[config.mk]
export PLATFORM = sky130hd
export DESIGN_NAME = maint_splitter
export DESIGN_NICKNAME = d
export VERILOG_FILES = /design/src/rtl/mrs_pkg.sv /design/src/rtl/mrs_datapath.sv /design/src/rtl/mrs_control.sv /design/src/rtl/maint_splitter.sv
export SDC_FILE = /design/constraint.sdc
export NUM_CORES = 1
export LEC_CHECK = 0
export ABC_AREA = 1
export ABC_CLOCK_PERIOD_IN_PS = 11100
export BUFFER_PORTS_ARGS = -buffer_cell sky130_fd_sc_hd__clkbuf_2
export CORE_MARGIN = 2
export CORE_UTILIZATION = 35
export CTS_CLUSTER_SIZE = 25
export DETAILED_ROUTE_END_ITERATION = 6
export GPL_ROUTABILITY_DRIVEN = 0
export GPL_TIMING_DRIVEN = 0
export MAX_ROUTING_LAYER = met4
export PLACE_DENSITY_LB_ADDON = 0.08
export SYNTH_ARGS = -nofsm -noshare
export SYNTH_HDL_FRONTEND = slang
export SYNTH_SLANG_ARGS = --single-unit
[constraint.sdc]
create_clock -name clk -period 11.1 [get_ports clk]
set_input_delay 3.33 -clock clk [delete_from_list [all_inputs] [get_ports clk]]
set_output_delay 3.33 -clock clk [all_outputs]
set_load 0.02 [all_outputs]
[src/rtl/mrs_pkg.sv]
package mrs_pkg;

  localparam logic [1:0] OP_INV   = 2'd0;
  localparam logic [1:0] OP_CLEAN = 2'd1;
  localparam logic [1:0] OP_FLUSH = 2'd2;

  localparam logic [1:0] KIND_LINE_CI    = 2'd0;
  localparam logic [1:0] KIND_RANGE_INV  = 2'd1;
  localparam logic [1:0] KIND_RANGE_CLN  = 2'd2;

  typedef enum logic [1:0] {
    SEL_EDGE_LO = 2'd0,
    SEL_EDGE_HI = 2'd1,
    SEL_RANGE   = 2'd2
  } addr_sel_e;

  typedef struct packed {
    logic      load;
    logic      stepLine;
    logic      trimEnd;
    logic      advance;
    logic      emit;
    addr_sel_e addrSel;
  } mrs_strobe_t;

endpackage

[src/rtl/mrs_datapath.sv]
module mrs_datapath
  import mrs_pkg::*;
#(
  parameter int AW         = 32,
  parameter int LINE_BYTES = 32,
  parameter int MAX_BYTES  = 1024,
  parameter int PAGE_BYTES = 4096
) (
  input  logic          clk,
  input  logic          rstN,
  input  mrs_strobe_t   stb,
  input  logic [1:0]    reqOp,
  input  logic [AW-1:0] reqStart,
  input  logic [AW-1:0] reqEnd,
  output logic          curUnaligned,
  output logic          endUnaligned,
  output logic          hasWork,
  output logic [AW-1:0] outLo,
  output logic [AW-1:0] outHi
);

  localparam int XW = AW + 1;
  localparam int LB = $clog2(LINE_BYTES);
  localparam int PB = $clog2(PAGE_BYTES);
  localparam logic [XW-1:0] LINE_MASK = XW'(LINE_BYTES - 1);
  localparam logic [XW-1:0] PAGE_MASK = XW'(PAGE_BYTES - 1);
  localparam logic [XW-1:0] MAX_SPAN  = XW'(MAX_BYTES);
  localparam logic [XW-1:0] LINE_SPAN = XW'(LINE_BYTES);

  // Extra top bit keeps round-up and page-end sums from wrapping.
  logic [XW-1:0] curQ, endQ;
  logic [XW-1:0] startX, endX;
  logic [XW-1:0] capSize, capPage, chunkEnd;

  assign startX = {1'b0, reqStart};
  assign endX   = {1'b0, reqEnd};

  always_comb begin
    capSize  = curQ + MAX_SPAN;
    capPage  = (curQ | PAGE_MASK) + 1'b1;
    chunkEnd = endQ;
    if (capSize < chunkEnd) chunkEnd = capSize;
    if (capPage < chunkEnd) chunkEnd = capPage;
  end

  always_ff @(posedge clk) begin
    if (!rstN) begin
      curQ <= '0;
      endQ <= '0;
    end else if (stb.load) begin
      if (reqOp == OP_INV) begin
        curQ <= startX;
        endQ <= endX;
      end else begin
        curQ <= startX & ~LINE_MASK;
        endQ <= (endX + LINE_MASK) & ~LINE_MASK;
      end
    end else begin
      if (stb.stepLine) curQ <= (curQ | LINE_MASK) + 1'b1;
      if (stb.advance)  curQ <= chunkEnd;
      if (stb.trimEnd)  endQ <= endQ & ~LINE_MASK;
    end
  end

  assign curUnaligned = |(curQ & LINE_MASK);
  assign endUnaligned = |(endQ & LINE_MASK);
  assign hasWork      = curQ < endQ;

  always_comb begin
    unique case (stb.addrSel)
      SEL_EDGE_LO: begin
        outLo = AW'(curQ & ~LINE_MASK);
        outHi = AW'(curQ & ~LINE_MASK);
      end
      SEL_EDGE_HI: begin
        outLo = AW'(endQ & ~LINE_MASK);
        outHi = AW'(endQ & ~LINE_MASK);
      end
      default: begin
        outLo = AW'(curQ);
        outHi = AW'(chunkEnd - LINE_SPAN);
      end
    endcase
  end


  chunk_size_chk: assert property (@(posedge clk) disable iff (!rstN)
    (stb.emit && stb.addrSel == SEL_RANGE) |-> (outHi - outLo) <= AW'(MAX_BYTES - LINE_BYTES));


  page_cross_chk: assert property (@(posedge clk) disable iff (!rstN)
    (stb.emit && stb.addrSel == SEL_RANGE) |-> (outLo[AW-1:PB] == outHi[AW-1:PB]));


  lo_align_chk: assert property (@(posedge clk) disable iff (!rstN)
    stb.emit |-> (outLo[LB-1:0] == '0) && (outHi >= outLo));

endmodule

[src/rtl/mrs_control.sv]
module mrs_control
  import mrs_pkg::*;
(
  input  logic        clk,
  input  logic        rstN,
  input  logic        reqValid,
  output logic        reqReady,
  input  logic [1:0]  reqOp,
  input  logic        wtOverride,
  input  logic        curUnaligned,
  input  logic        endUnaligned,
  input  logic        hasWork,
  output logic        cmdValid,
  input  logic        cmdReady,
  output logic [1:0]  cmdKind,
  output logic        done,
  output mrs_strobe_t stb
);

  typedef enum logic [2:0] {
    ST_IDLE, ST_EVAL, ST_EDGE_LO, ST_EDGE_HI, ST_RANGE_A, ST_RANGE_B, ST_FIN
  } state_e;

  state_e stateQ, stateD;
  logic [1:0] opQ;
  logic wtQ;
  logic isInv, isClean, isFlush;

  assign isInv   = (opQ == OP_INV);
  assign isClean = (opQ == OP_CLEAN);
  assign isFlush = opQ[1];

  always_ff @(posedge clk) begin
    if (!rstN) begin
      stateQ <= ST_IDLE;
      opQ    <= OP_INV;
      wtQ    <= 1'b0;
    end else begin
      stateQ <= stateD;
      if (stb.load) begin
        opQ <= reqOp;
        wtQ <= wtOverride;
      end
    end
  end

  always_comb begin
    stateD      = stateQ;
    stb         = '0;
    stb.addrSel = SEL_RANGE;
    reqReady    = 1'b0;
    cmdValid    = 1'b0;
    cmdKind     = KIND_RANGE_INV;
    done        = 1'b0;
    unique case (stateQ)
      ST_IDLE: begin
        reqReady = 1'b1;
        if (reqValid) begin
          stb.load = 1'b1;
          stateD   = ST_EVAL;
        end
      end
      ST_EVAL: begin
        if (isInv && curUnaligned)                  stateD = ST_EDGE_LO;
        else if (isInv && hasWork && endUnaligned)  stateD = ST_EDGE_HI;
        else if (hasWork && !(isClean && wtQ))      stateD = ST_RANGE_A;
        else                                        stateD = ST_FIN;
      end
      ST_EDGE_LO: begin
        cmdValid    = 1'b1;
        cmdKind     = KIND_LINE_CI;
        stb.addrSel = SEL_EDGE_LO;
        if (cmdReady) begin
          stb.stepLine = 1'b1;
          stateD       = ST_EVAL;
        end
      end
      ST_EDGE_HI: begin
        cmdValid    = 1'b1;
        cmdKind     = KIND_LINE_CI;
        stb.addrSel = SEL_EDGE_HI;
        if (cmdReady) begin
          stb.trimEnd = 1'b1;
          stateD      = ST_EVAL;
        end
      end
      ST_RANGE_A: begin
        cmdValid = 1'b1;
        cmdKind  = (isInv || wtQ) ? KIND_RANGE_INV : KIND_RANGE_CLN;
        if (cmdReady) begin
          if (isFlush && !wtQ) begin
            stateD = ST_RANGE_B;
          end else begin
            stb.advance = 1'b1;
            stateD      = ST_EVAL;
          end
        end
      end
      ST_RANGE_B: begin
        cmdValid = 1'b1;
        cmdKind  = KIND_RANGE_INV;
        if (cmdReady) begin
          stb.advance = 1'b1;
          stateD      = ST_EVAL;
        end
      end
      ST_FIN: begin
        done   = 1'b1;
        stateD = ST_IDLE;
      end
      default: stateD = ST_IDLE;
    endcase
    stb.emit = cmdValid;
  end


  done_pulse_chk: assert property (@(posedge clk) disable iff (!rstN)
    done |=> !done);


  done_excl_chk: assert property (@(posedge clk) disable iff (!rstN)
    done |-> !cmdValid);


  ready_busy_chk: assert property (@(posedge clk) disable iff (!rstN)
    (reqValid && reqReady) |=> !reqReady);


  wt_clean_chk: assert property (@(posedge clk) disable iff (!rstN)
    (cmdValid && wtQ) |-> (cmdKind != KIND_RANGE_CLN));

endmodule

[src/rtl/maint_splitter.sv]
module maint_splitter
  import mrs_pkg::*;
#(
  parameter int AW         = 32,
  parameter int LINE_BYTES = 32,
  parameter int MAX_BYTES  = 1024,
  parameter int PAGE_BYTES = 4096
) (
  input  logic          clk,
  input  logic          rstN,
  input  logic          reqValid,
  output logic          reqReady,
  input  logic [1:0]    reqOp,
  input  logic [AW-1:0] reqStart,
  input  logic [AW-1:0] reqEnd,
  input  logic          wtOverride,
  output logic          cmdValid,
  input  logic          cmdReady,
  output logic [1:0]    cmdKind,
  output logic [AW-1:0] cmdAddrLo,
  output logic [AW-1:0] cmdAddrHi,
  output logic          done
);

  mrs_strobe_t stb;
  logic curUnaligned, endUnaligned, hasWork;

  mrs_control i_control (
    .clk          (clk),
    .rstN         (rstN),
    .reqValid     (reqValid),
    .reqReady     (reqReady),
    .reqOp        (reqOp),
    .wtOverride   (wtOverride),
    .curUnaligned (curUnaligned),
    .endUnaligned (endUnaligned),
    .hasWork      (hasWork),
    .cmdValid     (cmdValid),
    .cmdReady     (cmdReady),
    .cmdKind      (cmdKind),
    .done         (done),
    .stb          (stb)
  );

  mrs_datapath #(
    .AW         (AW),
    .LINE_BYTES (LINE_BYTES),
    .MAX_BYTES  (MAX_BYTES),
    .PAGE_BYTES (PAGE_BYTES)
  ) i_datapath (
    .clk          (clk),
    .rstN         (rstN),
    .stb          (stb),
    .reqOp        (reqOp),
    .reqStart     (reqStart),
    .reqEnd       (reqEnd),
    .curUnaligned (curUnaligned),
    .endUnaligned (endUnaligned),
    .hasWork      (hasWork),
    .outLo        (cmdAddrLo),
    .outHi        (cmdAddrHi)
  );


  hold_cmd_chk: assert property (@(posedge clk) disable iff (!rstN)
    (cmdValid && !cmdReady) |=> cmdValid && $stable(cmdKind) &&
                               $stable(cmdAddrLo) && $stable(cmdAddrHi));

endmodule

# == Word-level counts from Yosys, hierarchy flattened ==
# Index checks and enable logic that the tools add are counted.
# op_classes
n_reduce_logical,21
n_lt_le_gt_ge,3
mux,33
add_sub_neg,5
eq_ne,11
# op_table
cell,count
$mux 33,7
$pmux 32 s2,2
$lt 33x33->1,3
$add 33x1->33 const B,2
$add 32x5->33 const B,1
$add 33x11->33 const B,1
$sub 32x6->32 const B,1
$mux 3,6
$pmux 3 s4,1
$mux 1,10
$mux 5,2
$reduce_or 5->1,2
$eq 3x3->1 const B,3
$pmux 2 s2,2
$eq 3x2->1 const B,2
$logic_and 1x1->1,6
$logic_not 2->1,3
$eq 2x1->1 const B,2
$mux 2,2
$ne 2x2->1 const B,2
$reduce_or 4->1,1
$eq 3x1->1 const B,1
$logic_not 3->1,1
$reduce_and 3->1,1
other kinds (8),9
# word_totals
in_bits,71
regBits,72
wordCells,79
output_inout_bits,69

# == Depth between registers and ports, before layout ==
# Gate-level depths: netlist of run 1.
# depth
depth_word,8
depth_mapped,46
ltp_nobuf,41

# == Hierarchy ==
# A second synthesis of run 1 with hierarchy kept.
# hier_totals
hier_cells,1585
area_unflattened_um2,9366.5
# by_module_without_submodules
mod,n_inst,cells_each,seq_area_each_um2,area_each_um2
mrs_datapath,1,1518,1321.3,8901.0
mrs_control,1,67,120.1,465.4

# == Worst setup path before layout of run 1 ==
# OpenSTA, ideal clock, no wires.
# synth_path
path_type,reg2out
startpoint,register i_datapath.curQ[12]
endpoint,output cmdAddrHi[15]
setup_slack_ns,1.541
stages_incl_launch_ff,41
arrival_ns,6.229
t_required_ns,7.770
n_path_buf,5
cell_sequence,dfxtp_1 -> ha_1 -> nand2_1 -> nor2_1 -> inv_1 -> nor2_1 -> nand3_1 -> nor4_1 -> xor2_1 -> a21oi_1 -> ha_1 -> nand2_1 -> nor2_1 -> and2_4 -> nand2_2 -> nand3_4 -> nor2_8 -> nand2_8 -> (+5 left out) -> inv_1 -> ha_1 -> nand4_1 -> nor3_1 -> nand4_1 -> nor2_1 -> nand2_4 -> nand3_4 -> buf_8 -> buf_6 -> buf_2 -> nand2_1 -> ha_1 -> nand2_1 -> nor2_4 -> nand2_2 -> o21ai_0 -> o21ai_0
# synth_via
elab_chain_len,7
elab_cells_between_ends,8
classes_between,add/sub (3); order compare (2); mux (3)
# synth_lines
item,line_no,source
"start, declared",mrs_datapath.sv:31,"logic [XW-1:0] curQ, endQ;"
"start signal, assigned",mrs_datapath.sv:52,curQ <= startX;
"start signal, assigned",mrs_datapath.sv:55,curQ <= startX & ~LINE_MASK;
"start signal, assigned",mrs_datapath.sv:59,if (stb.stepLine) curQ <= (curQ | LINE_MASK) + 1'b1;
$add 33x11->33,mrs_datapath.sv:39,capSize = curQ + MAX_SPAN;
$lt 33x33->1,mrs_datapath.sv:42,if (capSize < chunkEnd) chunkEnd = capSize;
$mux 33,mrs_datapath.sv:42,
$lt 33x33->1,mrs_datapath.sv:43,if (capPage < chunkEnd) chunkEnd = capPage;
$mux 33 (*),mrs_datapath.sv:43,
$sub 32x6->32 (*),mrs_datapath.sv:81,outHi = AW'(chunkEnd - LINE_SPAN);
$pmux 32 s2 (*),mrs_datapath.sv:70,unique case (stb.addrSel)
"end, declared",maint_splitter.sv:21,"output logic [AW-1:0] cmdAddrHi,"
# Every way passes the cells marked *; elsewhere a longest branch is shown, timed or not.

# == Final worst setup path of run 1 ==
# layout_path
startpoint,register i_datapath.curQ[12]
endpoint,output cmdAddrHi[25]
# Same word-level chain as after synthesis.

==> results of run 1 <==
[Yosys cell counts, types with 2 or more instances]
| cell type | number |
|---|---|
| inv_1 | 189 |
| a211oi_1 | 8 |
| o21ai_0 | 119 |
| o221ai_1 | 7 |
| or2_2 | 3 |
| buf_1 | 6 |
| nor3_1 | 30 |
| dfxtp_1 | 72 |
| buf_6 | 3 |
| nor2_2 | 8 |
| nor2_1 | 124 |
| nand3_4 | 2 |
| o21a_1 | 2 |
| ha_1 | 79 |
| buf_8 | 2 |
| xor2_1 | 59 |
| inv_2 | 7 |
| clkbuf_1 | 44 |
| o211ai_1 | 6 |
| buf_2 | 9 |
| o21ai_2 | 5 |
| nand2_2 | 19 |
| nand4_1 | 34 |
| a21oi_1 | 88 |
| nor4_1 | 9 |
| nand3_1 | 68 |
| xnor2_1 | 14 |
| a22oi_1 | 22 |
| o221a_2 | 2 |
| a221oi_1 | 12 |
| o21bai_1 | 3 |
| nand2_1 | 384 |
| o21ai_1 | 16 |
| a41oi_1 | 13 |
| a21o_1 | 3 |
| nor2_4 | 2 |
| a31oi_1 | 11 |
[final cells by class]
cell class                 instances  area (um2)  area share [%]
multi-input combinational       1166        6660            62.7
sequential                        72        1450            13.6
timing repair buffer             146         746            7.03
inverter                         197         743            7.00
tap                              330         413            3.89
buffer                            62         304            2.87
clock buffer                       9         225            2.12
clock inverter                     7        77.6           0.731
[metrics by stage]
| step | setup WS (ns) | setup TNS (ns) | hold slack (ns) | std cells |
|---|---|---|---|---|
| 6_report | 0.389 | 0 | 0.465 | 1989 |
| 4_1_cts | 0.115 | 0 | 0.466 | 1984 |
| 3_5_place_dp | -0.769 | -11.60 | 0.457 | 1968 |
| 5_1_grt | -0.0187 | -0.0467 | 0.488 | 1989 |
| 2_1_floorplan | 1.54 | 0 | 0.440 | 1499 |
| 3_3_place_gp | -0.760 | -11.32 | 0.454 | 1968 |
[state kept, by name (all words and copies together), names as in the netlist]
register	flops
i_control.wtQ	1
i_datapath.curQ	33
i_datapath.endQ	33
i_control.opQ	2
i_control.stateQ	3
[cells by family (layout without fill, tap and decap cells)]
family,after synthesis,count (layout),synth area share (%)
adder cells (fa/ha/maj),79,79,11.0
AO/OA/AOI/OAI,323,323,21.2
AND/OR/NAND/NOR,691,691,33.3
flip-flops,72,72,16.0
buffers and inverters,261,421,11.5
XOR/XNOR,73,73,7.09
[what timing repair did]
action,4_1_cts,5_1_grt
endpoints found under the setup margin,30,21
pin swaps,2,4
setup buffers,2,4
gates resized for setup,26,22
[final timing paths]
| path | from | endpoint | slack [ns] | cells after the start |
|---|---|---|---|---|
| worst max-delay path | i_datapath.curQ[12] | cmdAddrHi[25] | 0.39 | 42 |
| worst min-delay path | i_datapath.endQ[2] | i_datapath.endQ[2] | 0.46 | 2 |
| worst max register to register | i_datapath.curQ[12] | i_datapath.curQ[31] | 4.61 | 37 |
| worst min register to register | i_datapath.endQ[2] | i_datapath.endQ[2] | 0.46 | 2 |
[routing by layer]
metal | wire length, um | track usage [%] | vias to the layer above | share of wire (%)
li1 | - | - | 5317 | -
met5 | 0 | - | - | 0
met4 | 1670 | 12.1 | 0 | 4.1
met2 | 17300 | 46.8 | 541 | 42
met3 | 3320 | 2.34 | 87 | 8.2
met1 | 18400 | 42.5 | 4924 | 45
[critical path, delay by kind of cell, from the launching register on]
family / cells / cell delay [ns]
AO/OA/AOI/OAI: 2 / 0.30
XOR/XNOR: 1 / 0.22
adder cells (fa/ha/maj): 4 / 1.13
buffers and inverters: 8 / 1.34
flip-flops: 1 / 0.43
AND/OR/NAND/NOR: 27 / 3.52
==> flow_metrics.tcl, run 1 <==
set metrics [dict create \
    wire_per_inst_um 20.5 \
    cts_tree "yes" \
    die_h_um 165 \
    hold_path.class "reg2reg" \
    io_buffer_count 139 \
    wirelength_um 40700 \
    overflow 0 \
    layout_common_cells "nand2_1 (382), inv_1 (188), clkbuf_2 (143)" \
    crit_path_max_incr_delay_ns 0.43 \
    arrival_ns 7.38 \
    grt_max_degree 20 \
    run_status "completed" \
    async_flop_share_pct 0 \
    yosys_warnings 0 \
    path_clk_slew_ns 0.08 \
    die_area_um2 27100 \
    ioPinCount 140 \
    cts_root_buf "clkbuf_16" \
    area_delta_synth_final_pct 17.6 \
    cts_buffers 9 \
    n_fill_cell 2870 \
    fin_area_um2 10600 \
    antenna_cells 0 \
    route.vias.total 10869 \
    synth_area_leaders "dfxtp_1 (16%), nand2_1 (16%), ha_1 (11%), inv_1 (7.9%), o21ai_0 (6.6%)" \
    drc_errors 0 \
    syn_area_um2 9020 \
    fin_util_pct 42.0 \
    cts_buffer_depth 2 \
    ant_nets 0 \
    first_pass_iters 6 \
    finClkSkew_ns 0.0207 \
    syn_inst 1499 \
    fmax_mhz 93.4 \
    grt_pass1_vias 9966 \
    synth_top_area_share_pct 16.0 \
    worst_path_max_delay_cell "dfxtp_4" \
    start_kind "register" \
    htreeDepth 3 \
    critical_path_class "reg2out" \
    initial_utilization_pct 35.7 \
    setup_viol 0 \
    synth_seq_cells 72 \
    core_area_um2 25300 \
    rows 58 \
    drt_iter0_markers 1138 \
    antenna_found_initial 0 \
    grt_usage_pct 30.8 \
    maxSlewHeadroom_pct 40.2 \
    synth_area_leader_cell "dfxtp_1" \
    syn_nets 1649 \
    yosys_most_used_dff "dfxtp_1" \
    netlist-cell-type-count 52 \
    layout-drive-gt1-share_pct 15.5 \
    final_common_cell "nand2_1" \
    die_w_um 165 \
    cap_violations 0 \
    dp_hpwl_um 33400 \
    drv_slew 0 \
    avgSynthCellArea_um2 6.02 \
    required_ns 7.77 \
    clock-sinks 72 \
    fin_nets 1804 \
    cp_common_cell "nand2_1" \
    cp-end-kind "output pin" \
    worstMarginPinSlew_ns 0.897 \
    synth_edf_count 0 \
    fin_crit_ns 10.71 \
    grt_pass1_wl_um 60300 \
    worstSkewPairLatency_ns 0.36 \
    ys_seq_area_share_pct 16.0 \
    hold_buffers 0 \
    hold_viol_final 0 \
    via_per_inst 5.46 \
    cp_max_fo 19 \
    fin_crit_sh_pct 96.5 \
    placed_area_um2 10100 \
]
Power of run 1 is left out: the tool's default activity adds up to more than one toggle a clock period on the data nets, which glitch-free logic cannot reach.
==> run 2: changes to the inputs <==
--- a/config.mk
+++ b/config.mk
@@ -9,7 +9,7 @@
 export ABC_CLOCK_PERIOD_IN_PS = 11100
 export BUFFER_PORTS_ARGS = -buffer_cell sky130_fd_sc_hd__clkbuf_2
 export CORE_MARGIN = 2
-export CORE_UTILIZATION = 35
+export CORE_UTILIZATION = 30
 export CTS_CLUSTER_SIZE = 25
 export DETAILED_ROUTE_END_ITERATION = 6
 export GPL_ROUTABILITY_DRIVEN = 0
==> run 2 against run 1 <==
Effect of this change: non-clock buffer count grew 3; hold slack got worse by 0.0035 ns; critical endpoint is now cmdAddrHi[17]; fmax fell by 1.0%; clock-buffer cell count increased by 2; largest cell class unchanged.
==> flow_metrics.tcl, run 2 (synthesized netlist as in run 1, its figures left out) <==
set metrics [dict create \
    start_kind "register" \
    worstSkewPairLatency_ns 0.36 \
    ant_nets 0 \
    via_per_inst 5.35 \
    final_common_cell "nand2_1" \
    use_met3_pct 2.96 \
    route.vias.total 10977 \
    hold_buffers 0 \
    cap_violations 0 \
    path_clk_slew_ns 0.07 \
    place_worst_setup_slack_ns -0.918 \
    cp_common_cell "nand2_1" \
    use_met1_pct 38.6 \
    hold_viol_final 0 \
    wirelength_um 43100 \
    arrival_ns 7.49 \
    layout-drive-gt1-share_pct 15.7 \
    crit_buf_inv 9 \
    hold_path.class "reg2reg" \
    busiest_layer "met2" \
    fmax_mhz 92.4 \
    antenna_found_initial 0 \
    layout_common_cells "nand2_1 (383), inv_1 (187), clkbuf_2 (144)" \
    rows 63 \
    wire_per_inst_um 21.0 \
    cts_buffers 9 \
    worstMarginPinSlew_ns 0.913 \
    fin_crit_ns 10.82 \
    clock-sinks 72 \
    fin_ws_ns 0.281 \
    grt_usage_pct 28.0 \
    grt_pass1_vias 10199 \
    dp_hpwl_um 35300 \
    drt_iter0_markers 972 \
    antenna_cells 0 \
    grt_pass1_wl_um 63100 \
    htreeDepth 3 \
    finClkSkew_ns 0.0164 \
    critical_path_class "reg2out" \
    cts_tree "yes" \
    fin_crit_sh_pct 97.5 \
    die_w_um 177 \
    cts_buffer_depth 2 \
    maxSlewHeadroom_pct 38.3 \
    cp-end-kind "output pin" \
    die_area_um2 31500 \
    required_ns 7.77 \
    overflow 0 \
    cp_max_fo 19 \
    run_status "completed" \
    cp_top_family "simple AND/OR/NAND/NOR gates" \
    core_area_um2 29600 \
    first_pass_iters 5 \
    io_buffer_count 139 \
    reg_top3 "i_datapath.curQ x33, i_datapath.endQ x33, i_control.stateQ x3" \
    cts_root_buf "clkbuf_16" \
    drc_errors 0 \
    n_fill_cell 3419 \
    area_delta_synth_final_pct 18.7 \
    grt_use_met2_pct 42.1 \
    initial_utilization_pct 30.4 \
    crit_path_max_incr_delay_ns 0.52 \
    fin_util_pct 36.1 \
    setup_viol 0 \
    ioPinCount 140 \
    fin_nets 1807 \
    drv_slew 0 \
    worst_path_max_delay_cell "dfxtp_1" \
    die_h_um 177 \
    grt_max_degree 14 \
    rsz0062_at_grt "no" \
]
==> run 2: changes by cell type in the layout (fill, tap and decap cells not counted), sizes merged <==
cell,previous run,this run
buf,25,28
clkinvlp,2,5
inv,198,195
clkbuf,192,194
bufinv,1,0
clkinv,3,2
==> run 2: what timing repair did <==
action / in CTS / in global routing
buffers inserted: 3 / 6
resized for setup: 35 / 21
setup endpoints to repair: 32 / 22
pin swaps: 4 / 11
==> run 2: worst paths after layout <==
check | depth (start not counted) | slack, ns | endpoint | startpoint
worst max-delay path | 37 | 0.28 | cmdAddrHi[17] | i_datapath.curQ[22]
worst min-delay path | 2 | 0.46 | i_datapath.endQ[2] | i_datapath.endQ[2]
worst max register to register | 31 | 4.56 | i_datapath.curQ[28] | i_datapath.curQ[22]
worst min register to register | 2 | 0.46 | i_datapath.endQ[2] | i_datapath.endQ[2]
==> run 2: through the flow <==
stage          hold WS [ns]  instance area (um2)  instances  TNS [ns]
6_report              0.461                10700       2052         0
3_5_place_dp          0.457                10200       2028    -15.17
5_1_grt               0.489                10700       2052         0
3_3_place_gp          0.455                10200       2028    -14.23
4_1_cts               0.468                10600       2047         0
2_1_floorplan         0.440                 9020       1499         0
==> run 2: routing by layer <==
metal	share of wire (%)	wire length [um]	vias to the layer above
met4	3.6	1540	0
met5	0	0	-
li1	-	-	5321
met1	46	19700	5063
met3	7.6	3260	77
met2	43	18600	516
==> run 2: tightest hold or removal path, stage by stage, from the launching register on <==
cell	delay (ns)
dfxtp_1	0.31
nand2_1	0.06
a21oi_1	0.05
==> run 2: cell type report <==
cell class	count	area [um2]	share of cell area, %
Buffer	62	302	2.82
Clock buffer	11	253	2.36
Clock inverter	5	40.0	0.374
Inverter	197	747	6.97
Multi-Input combinational cell	1166	6670	62.2
Sequential cell	72	1450	13.5
Tap cell	390	488	4.56
Timing Repair Buffer	149	768	7.17
Power of run 2 is left out for the same reason.
